**config.mk**
```make
export PLATFORM = sky130hd
export DESIGN_NAME = hostlink_ctrl
export DESIGN_NICKNAME = d
export VERILOG_FILES = /design/src/rtl/hostlink_pkg.sv /design/src/rtl/hostlink_spi_slave.sv /design/src/rtl/hostlink_ack_pulse.sv /design/src/rtl/hostlink_ctrl.sv
export SDC_FILE = /design/constraint.sdc
export NUM_CORES = 1
export LEC_CHECK = 0
export ABC_AREA = 1
export BUFFER_PORTS_ARGS = -buffer_cell sky130_fd_sc_hd__buf_2
export CAP_MARGIN = 40
export CORE_UTILIZATION = 30
export CTS_CLUSTER_DIAMETER = 50
export DETAILED_ROUTE_END_ITERATION = 10
export GPL_ROUTABILITY_DRIVEN = 0
export GPL_TIMING_DRIVEN = 0
export PLACE_DENSITY = 0.58
export SKIP_LAST_GASP = 1
export SLEW_MARGIN = 20
export SYNTH_ARGS = -nofsm -noshare
export SYNTH_HDL_FRONTEND = slang
export SYNTH_SLANG_ARGS = --single-unit
```
**constraint.sdc**
```tcl
create_clock -name clk_i -period 2.25 [get_ports clk_i]
set_input_delay 0.3375 -clock clk_i [delete_from_list [all_inputs] [get_ports clk_i]]
set_output_delay 0.3375 -clock clk_i [all_outputs]
set_load 0.02 [all_outputs]
```
**src/rtl/hostlink_pkg.sv**
```systemverilog
package hostlink_pkg;
  typedef enum logic [1:0] {ST_UP, ST_CMD, ST_DATA} link_st_e;
  localparam logic [7:0] TAG_SWITCH = 8'd1;
  localparam int unsigned TAG_FIRST_CH = 2;
  localparam int unsigned PKT_BYTES = 8;
  localparam int unsigned UP_BYTES = 2;
endpackage

```
**src/rtl/hostlink_spi_slave.sv**
```systemverilog
module hostlink_spi_slave #(
  parameter int unsigned IDX_W = 5
) (
  input  logic             clk_i,
  input  logic             rst_ni,
  input  logic             sclk_i,
  input  logic             mosi_i,
  input  logic             cs_ni,
  output logic             miso_o,
  output logic [7:0]       rx_byte_o,
  output logic             rx_valid_o,
  output logic [IDX_W-1:0] rx_idx_o,
  output logic [IDX_W-1:0] tx_idx_o,
  input  logic [7:0]       tx_byte_i
);
  localparam int unsigned N_IN = 3;
  localparam logic [N_IN-1:0] IN_RST = 3'b100;  // cs idles high

  logic [N_IN-1:0] raw;
  logic [N_IN-1:0] s1, s2, s3;
  assign raw = {cs_ni, mosi_i, sclk_i};

  for (genvar g = 0; g < N_IN; g++) begin : g_sync
    always_ff @(posedge clk_i or negedge rst_ni)
      if (!rst_ni) begin
        s1[g] <= IN_RST[g];
        s2[g] <= IN_RST[g];
        s3[g] <= IN_RST[g];
      end else begin
        s1[g] <= raw[g];
        s2[g] <= s1[g];
        s3[g] <= s2[g];
      end
  end

  logic cs_act, cs_fall, sck_rise, sck_fall, mosi_s;
  assign cs_act   = !s2[2];
  assign cs_fall  = s3[2] && !s2[2];
  assign sck_rise = cs_act && !s3[0] && s2[0];
  assign sck_fall = cs_act && s3[0] && !s2[0];
  assign mosi_s   = s2[1];

  logic [2:0]       bit_cnt;
  logic [6:0]       shreg;
  logic [IDX_W-1:0] byte_idx;
  logic             miso_q;

  always_ff @(posedge clk_i or negedge rst_ni)
    if (!rst_ni) begin
      bit_cnt    <= '0;
      shreg      <= '0;
      byte_idx   <= '0;
      rx_byte_o  <= '0;
      rx_valid_o <= 1'b0;
      rx_idx_o   <= '0;
      miso_q     <= 1'b0;
    end else begin
      rx_valid_o <= 1'b0;
      if (!cs_act) begin
        bit_cnt  <= '0;
        byte_idx <= '0;
      end else begin
        if (sck_rise) begin
          shreg   <= {shreg[5:0], mosi_s};
          bit_cnt <= bit_cnt + 3'd1;
          if (bit_cnt == 3'd7) begin
            rx_byte_o  <= {shreg, mosi_s};
            rx_valid_o <= 1'b1;
            rx_idx_o   <= byte_idx;
            if (byte_idx != '1) byte_idx <= byte_idx + 1'b1;
          end
        end
        if (cs_fall) miso_q <= tx_byte_i[7];
        else if (sck_fall) miso_q <= tx_byte_i[~bit_cnt];
      end
    end

  assign tx_idx_o = byte_idx;
  assign miso_o   = cs_act & miso_q;
endmodule

```
**src/rtl/hostlink_ack_pulse.sv**
```systemverilog
module hostlink_ack_pulse #(
  parameter int unsigned LOW_CYC = 125
) (
  input  logic clk_i,
  input  logic rst_ni,
  input  logic go_i,
  output logic ack_o
);
  localparam int unsigned CNT_W = $clog2(LOW_CYC + 1);
  logic [CNT_W-1:0] cnt;

  always_ff @(posedge clk_i or negedge rst_ni)
    if (!rst_ni) begin
      cnt   <= '0;
      ack_o <= 1'b1;
    end else if (go_i) begin
      cnt   <= CNT_W'(LOW_CYC);
      ack_o <= 1'b0;
    end else if (cnt != '0) begin
      cnt <= cnt - 1'b1;
      if (cnt == CNT_W'(1)) ack_o <= 1'b1;
    end
endmodule

```
**src/rtl/hostlink_ctrl.sv**
```systemverilog
module hostlink_ctrl #(
  parameter int unsigned NUM_CH      = 7,
  parameter int unsigned SYNC_MAX    = 8,
  parameter int unsigned ERR_W       = 8,
  parameter int unsigned ACK_LOW_CYC = 125,
  parameter int unsigned TIMEOUT_CYC = 125_000_000
) (
  input  logic                  clk_i,
  input  logic                  rst_ni,
  input  logic                  spi_sclk_i,
  input  logic                  spi_mosi_i,
  output logic                  spi_miso_o,
  input  logic                  spi_cs_ni,
  output logic                  ack_o,
  output logic                  cmd_o,
  input  logic                  req_valid_i,
  input  logic [63:0]           req_pkt_i,
  input  logic                  req_sticky_i,
  input  logic [SYNC_MAX*8-1:0] req_sync_tx_i,
  output logic [7:0]            ch_data_o,
  output logic [NUM_CH-1:0]     ch_valid_o,
  output logic [ERR_W-1:0]      err_cnt_o,
  output logic                  done_o,
  output logic                  timeout_o,
  output logic [SYNC_MAX*8-1:0] sync_rx_o
);
  import hostlink_pkg::*;

  localparam int unsigned MAXB  = (SYNC_MAX > PKT_BYTES) ? SYNC_MAX : PKT_BYTES;
  localparam int unsigned IDX_W = $clog2(MAXB + 1) + 1;
  localparam int unsigned TMO_W = $clog2(TIMEOUT_CYC + 1);

  logic [7:0]       rx_byte;
  logic             rx_valid;
  logic [IDX_W-1:0] rx_idx, tx_idx;
  logic [7:0]       tx_byte;
  logic             ack_go;

  hostlink_spi_slave #(.IDX_W(IDX_W)) u_spi (
    .clk_i, .rst_ni,
    .sclk_i(spi_sclk_i), .mosi_i(spi_mosi_i), .cs_ni(spi_cs_ni), .miso_o(spi_miso_o),
    .rx_byte_o(rx_byte), .rx_valid_o(rx_valid), .rx_idx_o(rx_idx),
    .tx_idx_o(tx_idx), .tx_byte_i(tx_byte)
  );

  hostlink_ack_pulse #(.LOW_CYC(ACK_LOW_CYC)) u_ack (
    .clk_i, .rst_ni, .go_i(ack_go), .ack_o
  );

  link_st_e             state;
  logic [IDX_W-1:0]     exp_cnt, len_q;
  logic                 pend_q, sticky_q, dir_q;
  logic [MAXB*8-1:0]    tx_vec;
  logic [SYNC_MAX*8-1:0] rx_vec, rx_next;
  logic [TMO_W-1:0]     tmo_cnt;
  logic [IDX_W-1:0]     req_len;
  logic                 xfer_end, fin_now, tag_ok;
  logic [7:0]           tag;

  // transmit byte for current index, null beyond buffer
  always_comb begin
    tx_byte = 8'h00;
    for (int k = 0; k < MAXB; k++)
      if (tx_idx == IDX_W'(k)) tx_byte = tx_vec[8*k +: 8];
  end

  // received data with the just-finished byte merged, zeroed past length
  always_comb begin
    for (int k = 0; k < SYNC_MAX; k++) begin
      rx_next[8*k +: 8] = (rx_idx == IDX_W'(k)) ? rx_byte : rx_vec[8*k +: 8];
      if (IDX_W'(k) >= exp_cnt) rx_next[8*k +: 8] = 8'h00;
    end
  end

  assign req_len  = (req_pkt_i[23:16] > 8'(SYNC_MAX)) ? IDX_W'(SYNC_MAX) : IDX_W'(req_pkt_i[23:16]);
  assign xfer_end = rx_valid && (rx_idx == exp_cnt - IDX_W'(1));
  assign tag      = rx_vec[7:0];
  assign tag_ok   = (tag >= 8'(TAG_FIRST_CH)) && (tag < 8'(NUM_CH));
  assign fin_now  = xfer_end && (((state == ST_CMD) && (len_q == '0)) || (state == ST_DATA));

  always_ff @(posedge clk_i or negedge rst_ni)
    if (!rst_ni) begin
      state      <= ST_UP;
      exp_cnt    <= IDX_W'(UP_BYTES);
      len_q      <= '0;
      pend_q     <= 1'b0;
      sticky_q   <= 1'b0;
      dir_q      <= 1'b0;
      cmd_o      <= 1'b0;
      tx_vec     <= '0;
      rx_vec     <= '0;
      tmo_cnt    <= '0;
      ch_data_o  <= '0;
      ch_valid_o <= '0;
      err_cnt_o  <= '0;
      done_o     <= 1'b0;
      timeout_o  <= 1'b0;
      sync_rx_o  <= '0;
      ack_go     <= 1'b0;
    end else begin
      ch_valid_o <= '0;
      done_o     <= 1'b0;
      timeout_o  <= 1'b0;
      ack_go     <= 1'b0;

      for (int k = 0; k < SYNC_MAX; k++)
        if (rx_valid && rx_idx == IDX_W'(k)) rx_vec[8*k +: 8] <= rx_byte;

      if (pend_q) tmo_cnt <= tmo_cnt + 1'b1;
      if (req_valid_i && !pend_q) begin
        pend_q  <= 1'b1;
        cmd_o   <= 1'b1;
        tmo_cnt <= '0;
      end

      if (xfer_end) begin
        ack_go <= 1'b1;
        unique case (state)
          ST_UP: begin
            if (tag == TAG_SWITCH && pend_q) begin
              tx_vec        <= '0;
              tx_vec[63:0]  <= req_pkt_i;
              len_q         <= req_len;
              dir_q         <= req_pkt_i[15];
              sticky_q      <= req_sticky_i;
              cmd_o         <= req_sticky_i;
              exp_cnt       <= IDX_W'(PKT_BYTES);
              tmo_cnt       <= '0;
              state         <= ST_CMD;
            end else if (tag_ok) begin
              ch_data_o <= rx_byte;
              for (int k = 0; k < NUM_CH; k++) ch_valid_o[k] <= (tag == 8'(k));
            end else if (err_cnt_o != '1) begin
              err_cnt_o <= err_cnt_o + 1'b1;
            end
          end
          ST_CMD: begin
            tmo_cnt <= '0;
            if (len_q != '0) begin
              tx_vec <= '0;
              if (dir_q) tx_vec[SYNC_MAX*8-1:0] <= req_sync_tx_i;
              exp_cnt <= len_q;
              state   <= ST_DATA;
            end
          end
          ST_DATA: begin
            tmo_cnt <= '0;
            if (!dir_q) sync_rx_o <= rx_next;
          end
          default: state <= ST_UP;
        endcase

        if (fin_now) begin
          done_o <= 1'b1;
          if (sticky_q) begin
            tx_vec       <= '0;
            tx_vec[63:0] <= req_pkt_i;
            len_q        <= req_len;
            dir_q        <= req_pkt_i[15];
            sticky_q     <= req_sticky_i;
            cmd_o        <= req_sticky_i;
            exp_cnt      <= IDX_W'(PKT_BYTES);
            state        <= ST_CMD;
          end else begin
            tx_vec  <= '0;
            exp_cnt <= IDX_W'(UP_BYTES);
            pend_q  <= 1'b0;
            cmd_o   <= 1'b0;
            state   <= ST_UP;
          end
        end
      end else if (pend_q && tmo_cnt == TMO_W'(TIMEOUT_CYC - 1)) begin
        timeout_o <= 1'b1;
        pend_q    <= 1'b0;
        cmd_o     <= 1'b0;
        tx_vec    <= '0;
        exp_cnt   <= IDX_W'(UP_BYTES);
        state     <= ST_UP;
      end
    end
endmodule

```
==> results of run 1 <==
## routing by layer
metal | up-vias | share of wire
met5 | - | 0
met4 | 0 | 0.032
met3 | 114 | 0.062
met2 | 578 | 0.48
met1 | 7012 | 0.43
li1 | 6842 | -
## sequential cells by signal, summed over array words and instances (netlist names), 8 cells and up
register         count
sync_rx_o           64
ch_data_o            8
tmo_cnt             27
u_spi.rx_byte_o      8
tx_vec              64
err_cnt_o            8
rx_vec              64
## worst max-delay path: stages (launching register included)
cell and delay, ns:
dfstp_2 0.55, inv_4 0.06, ha_4 0.17, nand3_4 0.08, xor2_4 0.19, xor2_2 0.20, nand3_4 0.20, nor2_4 0.17
buf_12 0.16, buf_12 0.16, buf_8 0.13, o211ai_1 0.15, a21oi_4 0.22, o21bai_4 0.14
## power breakdown
group	internal, mW	switching [mW]	total [mW]	leakage (nW)
clock network	4.14	2.70	6.84	0.706
logic	0.160	0.255	0.416	5.49
registers	5.57	0.0238	5.59	4.08
total	9.87	2.98	12.8	10.3
## timing repair
| item | CTS | global route |
|---|---|---|
| setup buffers | 51 | 22 |
| gates cloned | 12 | 14 |
| endpoints found under the setup margin | 193 | 249 |
| pin swaps | 32 | 60 |
| hold buffers | 4 | 0 |
| gates resized for setup | 240 | 466 |
| hold endpoints to repair | 62 | 0 |
## worst max path at each step
stage                      end        from  slack (ns)
floorplan           tx_vec[19]  exp_cnt[1]       -0.11
global placement    tx_vec[47]      rst_ni       -5.07
detailed placement  tx_vec[48]  exp_cnt[0]       -0.93
CTS                 tx_vec[24]  exp_cnt[1]       -0.39
global route        tx_vec[63]  exp_cnt[1]       -0.52
finish              tx_vec[26]  exp_cnt[1]       -0.41
## cell usage in the layout, fill, tap and decap left out, types with 46 or more instances in the layout
master       n
nand2_2     52
dfrtp_1    299
nor2_1      46
buf_2      228
nand3_1     80
o21ai_0    156
clkbuf_16   63
a21oi_2     46
o211ai_1   108
nand2_1    259
clkbuf_1    47
inv_1      164
## stage by stage
| step | util | std cells | total power [mW] |
|---|---|---|---|
| global route | 0.451 | 2860 | 13.3 |
| CTS | 0.414 | 2830 | 13.0 |
| detailed placement | 0.350 | 2685 | 6.07 |
| global placement | 0.348 | 2682 | 6.05 |
| finish | 0.451 | 2860 | 12.8 |
| floorplan | - | 1792 | 5.78 |
## area by class of cell
cell class,instances,area (µm²)
plain buffers,98,1000
flip-flops and latches,307,7690
clock buffers,59,1240
multi-input cells,1205,7990
clock inverters,20,213
repair buffers,326,2540
inverters,181,704
fillers,4717,27000
well taps,664,831
## cell families (layout without fill, tap and decap cells)
group / count (synthesis) / count (layout) / synth area share
multiplexers: 4 / 4 / 0.00274
AND/OR/NAND/NOR: 626 / 627 / 0.176
AO/OA/AOI/OAI: 526 / 526 / 0.207
XOR/XNOR: 31 / 31 / 0.0185
other: 1 / 2 / 0.000249
buffers and inverters: 281 / 684 / 0.0725
adder cells (fa/ha/maj): 15 / 15 / 0.0125
flip-flops: 307 / 307 / 0.510
==> summary.txt, run 1 <==
Timing
  – Clk_skew: 0.0197 ns
  – Setup TNS: -53.00 ns
  – Fin crit share: 1.18
  – RSZ-0062 raised after global routing: yes
  – Final Hold Vio Count: 0
  – Fmax: 376 MHz
  – Slew Limit Fails: 0
  – Final worst setup slack: -0.413 ns
  – Slew @ Worst Pin: 0.825 ns
  – Min cycle time layout: 2.66 ns
  – Hold Slack: 0.0639 ns
  – Final Setup Violations: 191
  – Worst rel slew slack: 0.444

Routing
  – Via count: 14,500
  – Drt total wl: 51,000 µm
  – DR vias/cell: 5.09
  – Routed len/inst: 17.8 µm
  – Initial DRC Count: 1,037
  – Pre-Repair DR Iteration Count: 6
  – DRT antenna net count: 0
  – Drt drc: 0

Clocking
  – Num CTS Buffers: 43
  – CTS H-tree lvls: 2
  – CTS tree: done
  – Worst skew pair latency: 0.57 ns
  – Root Buffer: clkbuf_16
  – Clock-pin slew on the worst setup and hold paths: 0.06 ns
  – CTS max path bufs: 3
  – Clock net sink count: 307

Floorplan
  – Chip Height: 226 µm
  – Starting Density: 0.306
  – Rows: 81
  – Die W: 226 µm
  – Total die area: 51,100 µm²
  – # IOs: 227
  – Core ar.: 49,300 µm²

Synth
  – Synth area leader: dfrtp_1
  – Post-synth ARST share: 1.00
  – Flip-flop and latch count after synthesis: 307
  – Library cells used by synthesis: 49
  – Synth warn: 0
  – Mapped Area: 15,100 µm²
  – Count leader, synth: nand2_1
  – Avg Inst Size Synth: 8.42 µm²
  – Synth top area share: 0.501
  – Sequential share of the synthesized area: 0.510
  – Synth Flop Type: dfrtp_1
  – Ranking of synthesized cells by area: dfrtp_1 (50%), nand2_1 (8.8%), o21ai_0 (7.6%)
  – Synth cell count leaders: nand2_1 (352), dfrtp_1 (302), o21ai_0 (228)
  – EDFF count, synth: 0
  – Synth Instances: 1,791

Cells and area
  – Finished Cell Area: 22,200 µm²
  – Inserted Diodes: 0
  – Ratio of cells with drive above 1 in the final layout: 0.360
  – Area added between synthesis and finish: 47.3%
  – Nets: 2,312

Place
  – Post-detail-place hpwl: 34,500 µm
  – Pre-CTS setup slack: -0.931 ns
  – Placed cell area: 17,300 µm²
  – Port bufs: 226

GRT
  – M3 GR Usage: 0.0329
  – First-pass GRT wire length: 77,100 µm
  – Largest net degree at the start of global routing: 95
  – Met1 GRT Util: 0.258
  – GRT Total Usage: 0.193
  – GRT overflow: 0
  – Met2 usage: 0.312
  – GRT Max-Usage Layer: met2
  – Antenna violations before repair: 0
  – Vias in the first global route: 13,900

Setup path
  – Crit path launch type: flop
  – CP Max Fanout: 10
  – Reg2Reg Launch Point: exp_cnt[1]
  – Setup CP Type: flop to flop
  – CP Capture Type: flop
  – R2R setup slack: -0.41 ns
  – CP arrival: 3.15 ns
  – R2R depth: 13
  – Reg2reg end: tx_vec[26]
  – Critical path required time: 2.74 ns

Pwr
  – Peak VDD IR: 0.471 mV
  – P_leak: 10.3 nW
  – Pwr dens: 579 nW/µm²

Worst hold path
  – Hold path endpoint: len_q[2]
  – Hold depth: 3
  – Hold path start: req_pkt_i[18]
  – Hold Path Class: input pin to flop

Run status
  – Status: finished with violations
  – Violated checks: setup timing

Flow run
  – Max Cap Viol: 0
Note: power is estimated with default switching activity, not from simulation.
==> run 2, diff against run 1 <==
- CORE_UTILIZATION: 30 -> 25
- PLACE_DENSITY: 0.58 -> 0.52
==> run 2 against run 1 <==
The run still ends with setup timing left. Total power rose by 0.85%. Combinational power fell by 3%. Die area rose by 20%. Maximum frequency rose by 1.1%. Register-to-register slack improved by 0.03 ns. Sequential share of layout area rose by 1.5 points. Utilization fell by 9.1 points. Critical path type unchanged. Critical endpoint is now tx_vec[53].
==> summary.txt, run 2 (synthesis gave the netlist of run 1 again) <==
Run status
  – Status: finished with violations
  – Violated checks: setup timing

Setup path
  – CP Capture Type: flop
  – Critical path required time: 2.69 ns
  – R2R setup slack: -0.38 ns
  – CP arrival: 3.08 ns
  – R2R depth: 16
  – CP Max Fanout: 10
  – Reg2Reg Launch Point: exp_cnt[1]
  – Crit path launch type: flop
  – Setup CP Type: flop to flop
  – Reg2reg end: tx_vec[53]

Timing
  – Final Setup Violations: 190
  – Fin crit share: 1.17
  – Worst rel slew slack: 0.452
  – Min cycle time layout: 2.63 ns
  – Final Hold Vio Count: 0
  – Clk_skew: 0.0282 ns
  – Final worst setup slack: -0.383 ns
  – Fmax: 380 MHz
  – Slew @ Worst Pin: 0.813 ns
  – RSZ-0062 raised after global routing: yes
  – Slew Limit Fails: 0

Floorplan
  – Starting Density: 0.254
  – Core ar.: 59,200 µm²
  – Chip Height: 248 µm
  – Total die area: 61,300 µm²
  – Rows: 89
  – Die W: 248 µm
  – # IOs: 227

Cells and area
  – Biggest registers after layout: rx_vec (64), sync_rx_o (64), tx_vec (64)
  – Fill cells: 6,091
  – Inserted Diodes: 0
  – Most common cell after layout, fill and taps aside: nand2_1
  – Nets: 2,313
  – Area added between synthesis and finish: 41.3%
  – Finished Cell Area: 21,300 µm²
  – Most frequent cells in the layout: nand2_1 (333), dfrtp_1 (301), buf_2 (231), o21ai_0 (185), inv_1 (171)
  – Ratio of cells with drive above 1 in the final layout: 0.283

Clocking
  – Clock net sink count: 307
  – Num CTS Buffers: 44
  – CTS tree: done
  – Worst skew pair latency: 0.57 ns
  – Clock-pin slew on the worst setup and hold paths: 0.06 ns
  – CTS max path bufs: 3
  – Root Buffer: clkbuf_16
  – CTS H-tree lvls: 2

Pwr
  – P_leak: 10.0 nW
  – Peak VDD IR: 0.431 mV
  – Pwr dens: 609 nW/µm²

Routing
  – Routed len/inst: 17.7 µm
  – Initial DRC Count: 1,020
  – Via count: 14,300
  – Drt drc: 0
  – DR vias/cell: 4.83
  – DRT antenna net count: 0
  – Pre-Repair DR Iteration Count: 7
  – Drt total wl: 52,600 µm

Place
  – Placed cell area: 17,400 µm²
  – Pre-CTS setup slack: -1.03 ns
  – Port bufs: 226
  – Post-detail-place hpwl: 36,200 µm

GRT
  – Largest net degree at the start of global routing: 93
  – Vias in the first global route: 13,700
  – GRT Total Usage: 0.167
  – Antenna violations before repair: 2
  – GRT overflow: 0
  – First-pass GRT wire length: 79,500 µm

Worst hold path
  – Hold Path Class: input pin to flop
  – Hold path start: req_pkt_i[16]
  – Hold depth: 3
  – Hold path endpoint: len_q[0]

Flow run
  – Max Cap Viol: 0
-- run 2: cell count changes in the layout (fill, tap and decap cells not counted), sizes merged --
cell | previous run | this run
nand3 | 124 | 125
bufbuf | 1 | 0
clkbuf | 132 | 140
inv | 191 | 187
bufinv | 2 | 4
buf | 346 | 335
clkinv | 5 | 10
-- run 2: worst max path at each step --
stage | from | slack (ns) | endpoint
floorplan | exp_cnt[1] | -0.11 | tx_vec[19]
global placement | rst_ni | -5.20 | tx_vec[48]
detailed placement | exp_cnt[0] | -1.03 | exp_cnt[3]
CTS | exp_cnt[1] | -0.40 | tx_vec[53]
global route | exp_cnt[1] | -0.49 | tx_vec[53]
finish | exp_cnt[1] | -0.38 | tx_vec[53]
-- run 2: repair_timing --
action,4_1_cts,5_1_grt
setup endpoints to repair,196,231
gates resized for setup,280,106
hold endpoints to repair,57,0
cloned,19,5
pin swaps,18,16
buffers inserted,54,16
hold buffers,4,0
-- run 2: per-layer routing --
metal,wire (µm),share of wire,up-vias,GRT usage
met5,13,0.00025,-,0
met4,1490,0.028,2,0.0512
met3,3080,0.059,94,0.0287
met2,24600,0.47,523,0.272
met1,23400,0.44,6878,0.226
li1,-,-,6840,-
-- run 2: area by class of cell --
class	count	area, µm²	area share
Sequential cell	307	7690	0.361
Multi-Input combinational cell	1206	7200	0.338
Timing Repair Buffer	325	2330	0.109
Clock buffer	56	1210	0.0567
Tap cell	773	967	0.0454
Buffer	98	936	0.0440
Inverter	181	696	0.0327
Clock inverter	23	267	0.0125
-- run 2: power by group --
part	internal (mW)	switching (mW)	total, mW
Clock	4.29	2.67	6.96
Sequential	5.57	0.0234	5.59
Combinational	0.156	0.248	0.404
-- run 2: critical path, cell delays in order (launching register included) --
cell	delay, ns
dfstp_2	0.55
inv_4	0.05
ha_4	0.17
nand3_4	0.08
xor2_4	0.19
xor2_2	0.20
nand3_4	0.13
buf_12	0.17
inv_8	0.07
nand2_8	0.06
nand2_4	0.11
a21oi_4	0.05
nand2_4	0.14
buf_12	0.17
buf_12	0.16
a21oi_4	0.05
o21bai_1	0.16
-- run 2: metrics by stage --
step	std cells	setup TNS [ns]	hold WS, ns	util	power [mW]
floorplan	1792	-4.63	0.0419	-	5.78
global placement	2791	-1709.98	0.340	0.292	6.05
detailed placement	2795	-141.51	0.293	0.294	6.08
CTS	2950	-59.52	0.0150	0.351	13.2
global route	2969	-79.05	0.0339	0.359	13.4
finish	2969	-53.31	0.0543	0.359	13.0
==> run 3, diff against run 2 <==
- CTS_BUF_LIST: default -> sky130_fd_sc_hd__clkbuf_16
==> run 3 against run 2 <==
The flow finishes with violations (DRC, setup timing). Setup slack worse by 0.0049 ns. First-iteration DRC count is 0.20% higher. Critical path depth is 1 lower. Utilization is 0.34 points higher.
==> summary.txt, run 3 (synthesis gave the netlist of run 1 again) <==
Run status
  – Status: finished with violations
  – Violated checks: DRC, setup timing

Clocking
  – Clock-pin slew on the worst setup and hold paths: 0.06 ns
  – CTS H-tree lvls: 2
  – Clock net sink count: 307
  – Worst skew pair latency: 0.57 ns
  – CTS tree: done
  – Root Buffer: clkbuf_16
  – CTS max path bufs: 3
  – Num CTS Buffers: 44

Setup path
  – CP Max Fanout: 10
  – Critical Path End: tx_vec[53]
  – R2R depth: 15
  – CP Capture Type: flop
  – Critical path required time: 2.73 ns
  – Reg2Reg Launch Point: exp_cnt[1]
  – R2R setup slack: -0.39 ns
  – Crit path launch: exp_cnt[1]
  – Setup CP Type: flop to flop
  – Reg2reg end: tx_vec[53]
  – CP arrival: 3.12 ns
  – Crit path launch type: flop

Pwr
  – Clock share of power: 0.531
  – P_leak: 10.1 nW
  – Logic pwr share: 0.032
  – Pint: 9.85 mW
  – Pwr dens: 595 nW/µm²
  – Total power: 12.8 mW
  – Power share of the sequential group: 0.437
  – Peak VDD IR: 0.421 mV
  – Switching share of power: 0.230
  – Net Sw Power: 2.95 mW

Floorplan
  – Die W: 248 µm
  – Total die area: 61,300 µm²
  – # IOs: 227
  – Rows: 89
  – Starting Density: 0.254
  – Chip Height: 248 µm
  – Core ar.: 59,200 µm²

Place
  – Placed cell area: 17,400 µm²
  – Post-detail-place hpwl: 36,200 µm
  – Pre-CTS setup slack: -1.03 ns
  – Dpl cells: 2,795
  – Port bufs: 226

GRT
  – Vias in the first global route: 13,700
  – First-pass GRT wire length: 79,400 µm
  – GRT Total Usage: 0.167
  – Antenna violations before repair: 2
  – Largest net degree at the start of global routing: 93
  – GRT overflow: 0

Worst hold path
  – Hold depth: 3
  – Hold Path Class: input pin to flop

Cells and area
  – Final std cells w/o fill: 2,968
  – Area added between synthesis and finish: 42.6%
  – Finished Cell Area: 21,500 µm²
  – Most frequent cells in the layout: nand2_1 (329), dfrtp_1 (298), buf_2 (231), o21ai_0 (180), inv_1 (176)
  – Ratio of cells with drive above 1 in the final layout: 0.297
  – Biggest registers after layout: rx_vec (64), sync_rx_o (64), tx_vec (64)
  – Most common cell after layout, fill and taps aside: nand2_1
  – Nets: 2,312
  – Inserted Diodes: 0
  – Util after Layout: 0.363

Timing
  – Slew Limit Fails: 0
  – Clk_skew: 0.0276 ns
  – Slew @ Worst Pin: 0.859 ns
  – Final Hold Vio Count: 0
  – Fmax: 379 MHz
  – Final worst setup slack: -0.388 ns
  – Setup TNS: -52.55 ns
  – RSZ-0062 raised after global routing: yes
  – Min cycle time layout: 2.64 ns
  – Fin crit share: 1.17
  – Worst rel slew slack: 0.421
  – Final Setup Violations: 187
  – Hold Slack: 0.0645 ns

Routing
  – Via count: 14,400
  – DRT antenna net count: 0
  – Pre-Repair DR Iteration Count: 11
  – DR vias/cell: 4.84
  – Drt total wl: 52,600 µm
  – Routed len/inst: 17.7 µm
  – Drt drc: 4
  – Initial DRC Count: 1,022

Flow run
  – Max Cap Viol: 0
==> run 3: cell count changes in the layout (fill, tap and decap cells not counted), moves of 5 or more <==
cell      delta
nor2_1       -7
nor2_2       +6
clkbuf_1     -9
o21ai_0      -5
buf_4        -6
clkbuf_8     -6
inv_1        +5
==> run 3: layout make-up <==
cell class / instances / area [µm²]
multi-input combinational: 1206 / 7410
timing repair buffer: 325 / 2360
buffer: 97 / 928
clock buffer: 45 / 1130
sequential: 307 / 7690
tap: 773 / 967
clock inverter: 34 / 308
fill: 6068 / 37800
inverter: 181 / 698
==> run 3: how the worst min path moves through the flow <==
stage,from,to
after floorplan,rst_ni,ack_go
after global placement,u_spi.s1[1],u_spi.mosi_s
after detailed placement,rst_ni,sync_rx_o[15]
after CTS,req_pkt_i[16],len_q[0]
after global routing,req_pkt_i[18],len_q[2]
final,req_sticky_i,sticky_q
==> run 3: worst max-delay path: stages, from the launching register on <==
cell      delay, ns
dfstp_2        0.55
inv_4          0.06
ha_4           0.17
nand3_4        0.08
xor2_4         0.19
xor2_2         0.20
nand3_4        0.13
buf_12         0.17
nand2_4        0.06
nand2_4        0.06
a21oi_4        0.17
nand2_4        0.12
buf_12         0.17
buf_12         0.15
a21oi_4        0.13
o21bai_1       0.12
==> run 3: timing repair <==
item,CTS,global route
buffers inserted,54,18
hold endpoints to repair,57,0
hold buffers,4,0
gates cloned,19,4
pin swaps,18,29
endpoints found under the setup margin,196,231
gates resized for setup,278,178
==> run 3: layer usage <==
metal	global-route usage	vias up	wire length, µm
met4	0.0502	2	1300
met5	0	-	13
met3	0.0285	89	3030
met2	0.272	494	25000
li1	-	6839	-
met1	0.226	6928	23300
==> run 3: power groups by stage <==
stage          clock (mW)  sequential, mW  combinational, mW
6_report             6.80            5.59              0.408
5_1_grt              7.21            5.59              0.463
4_1_cts              6.99            5.59              0.411
3_5_place_dp            0            5.69              0.387
3_3_place_gp            0            5.69              0.363
2_1_floorplan           0            5.69             0.0937
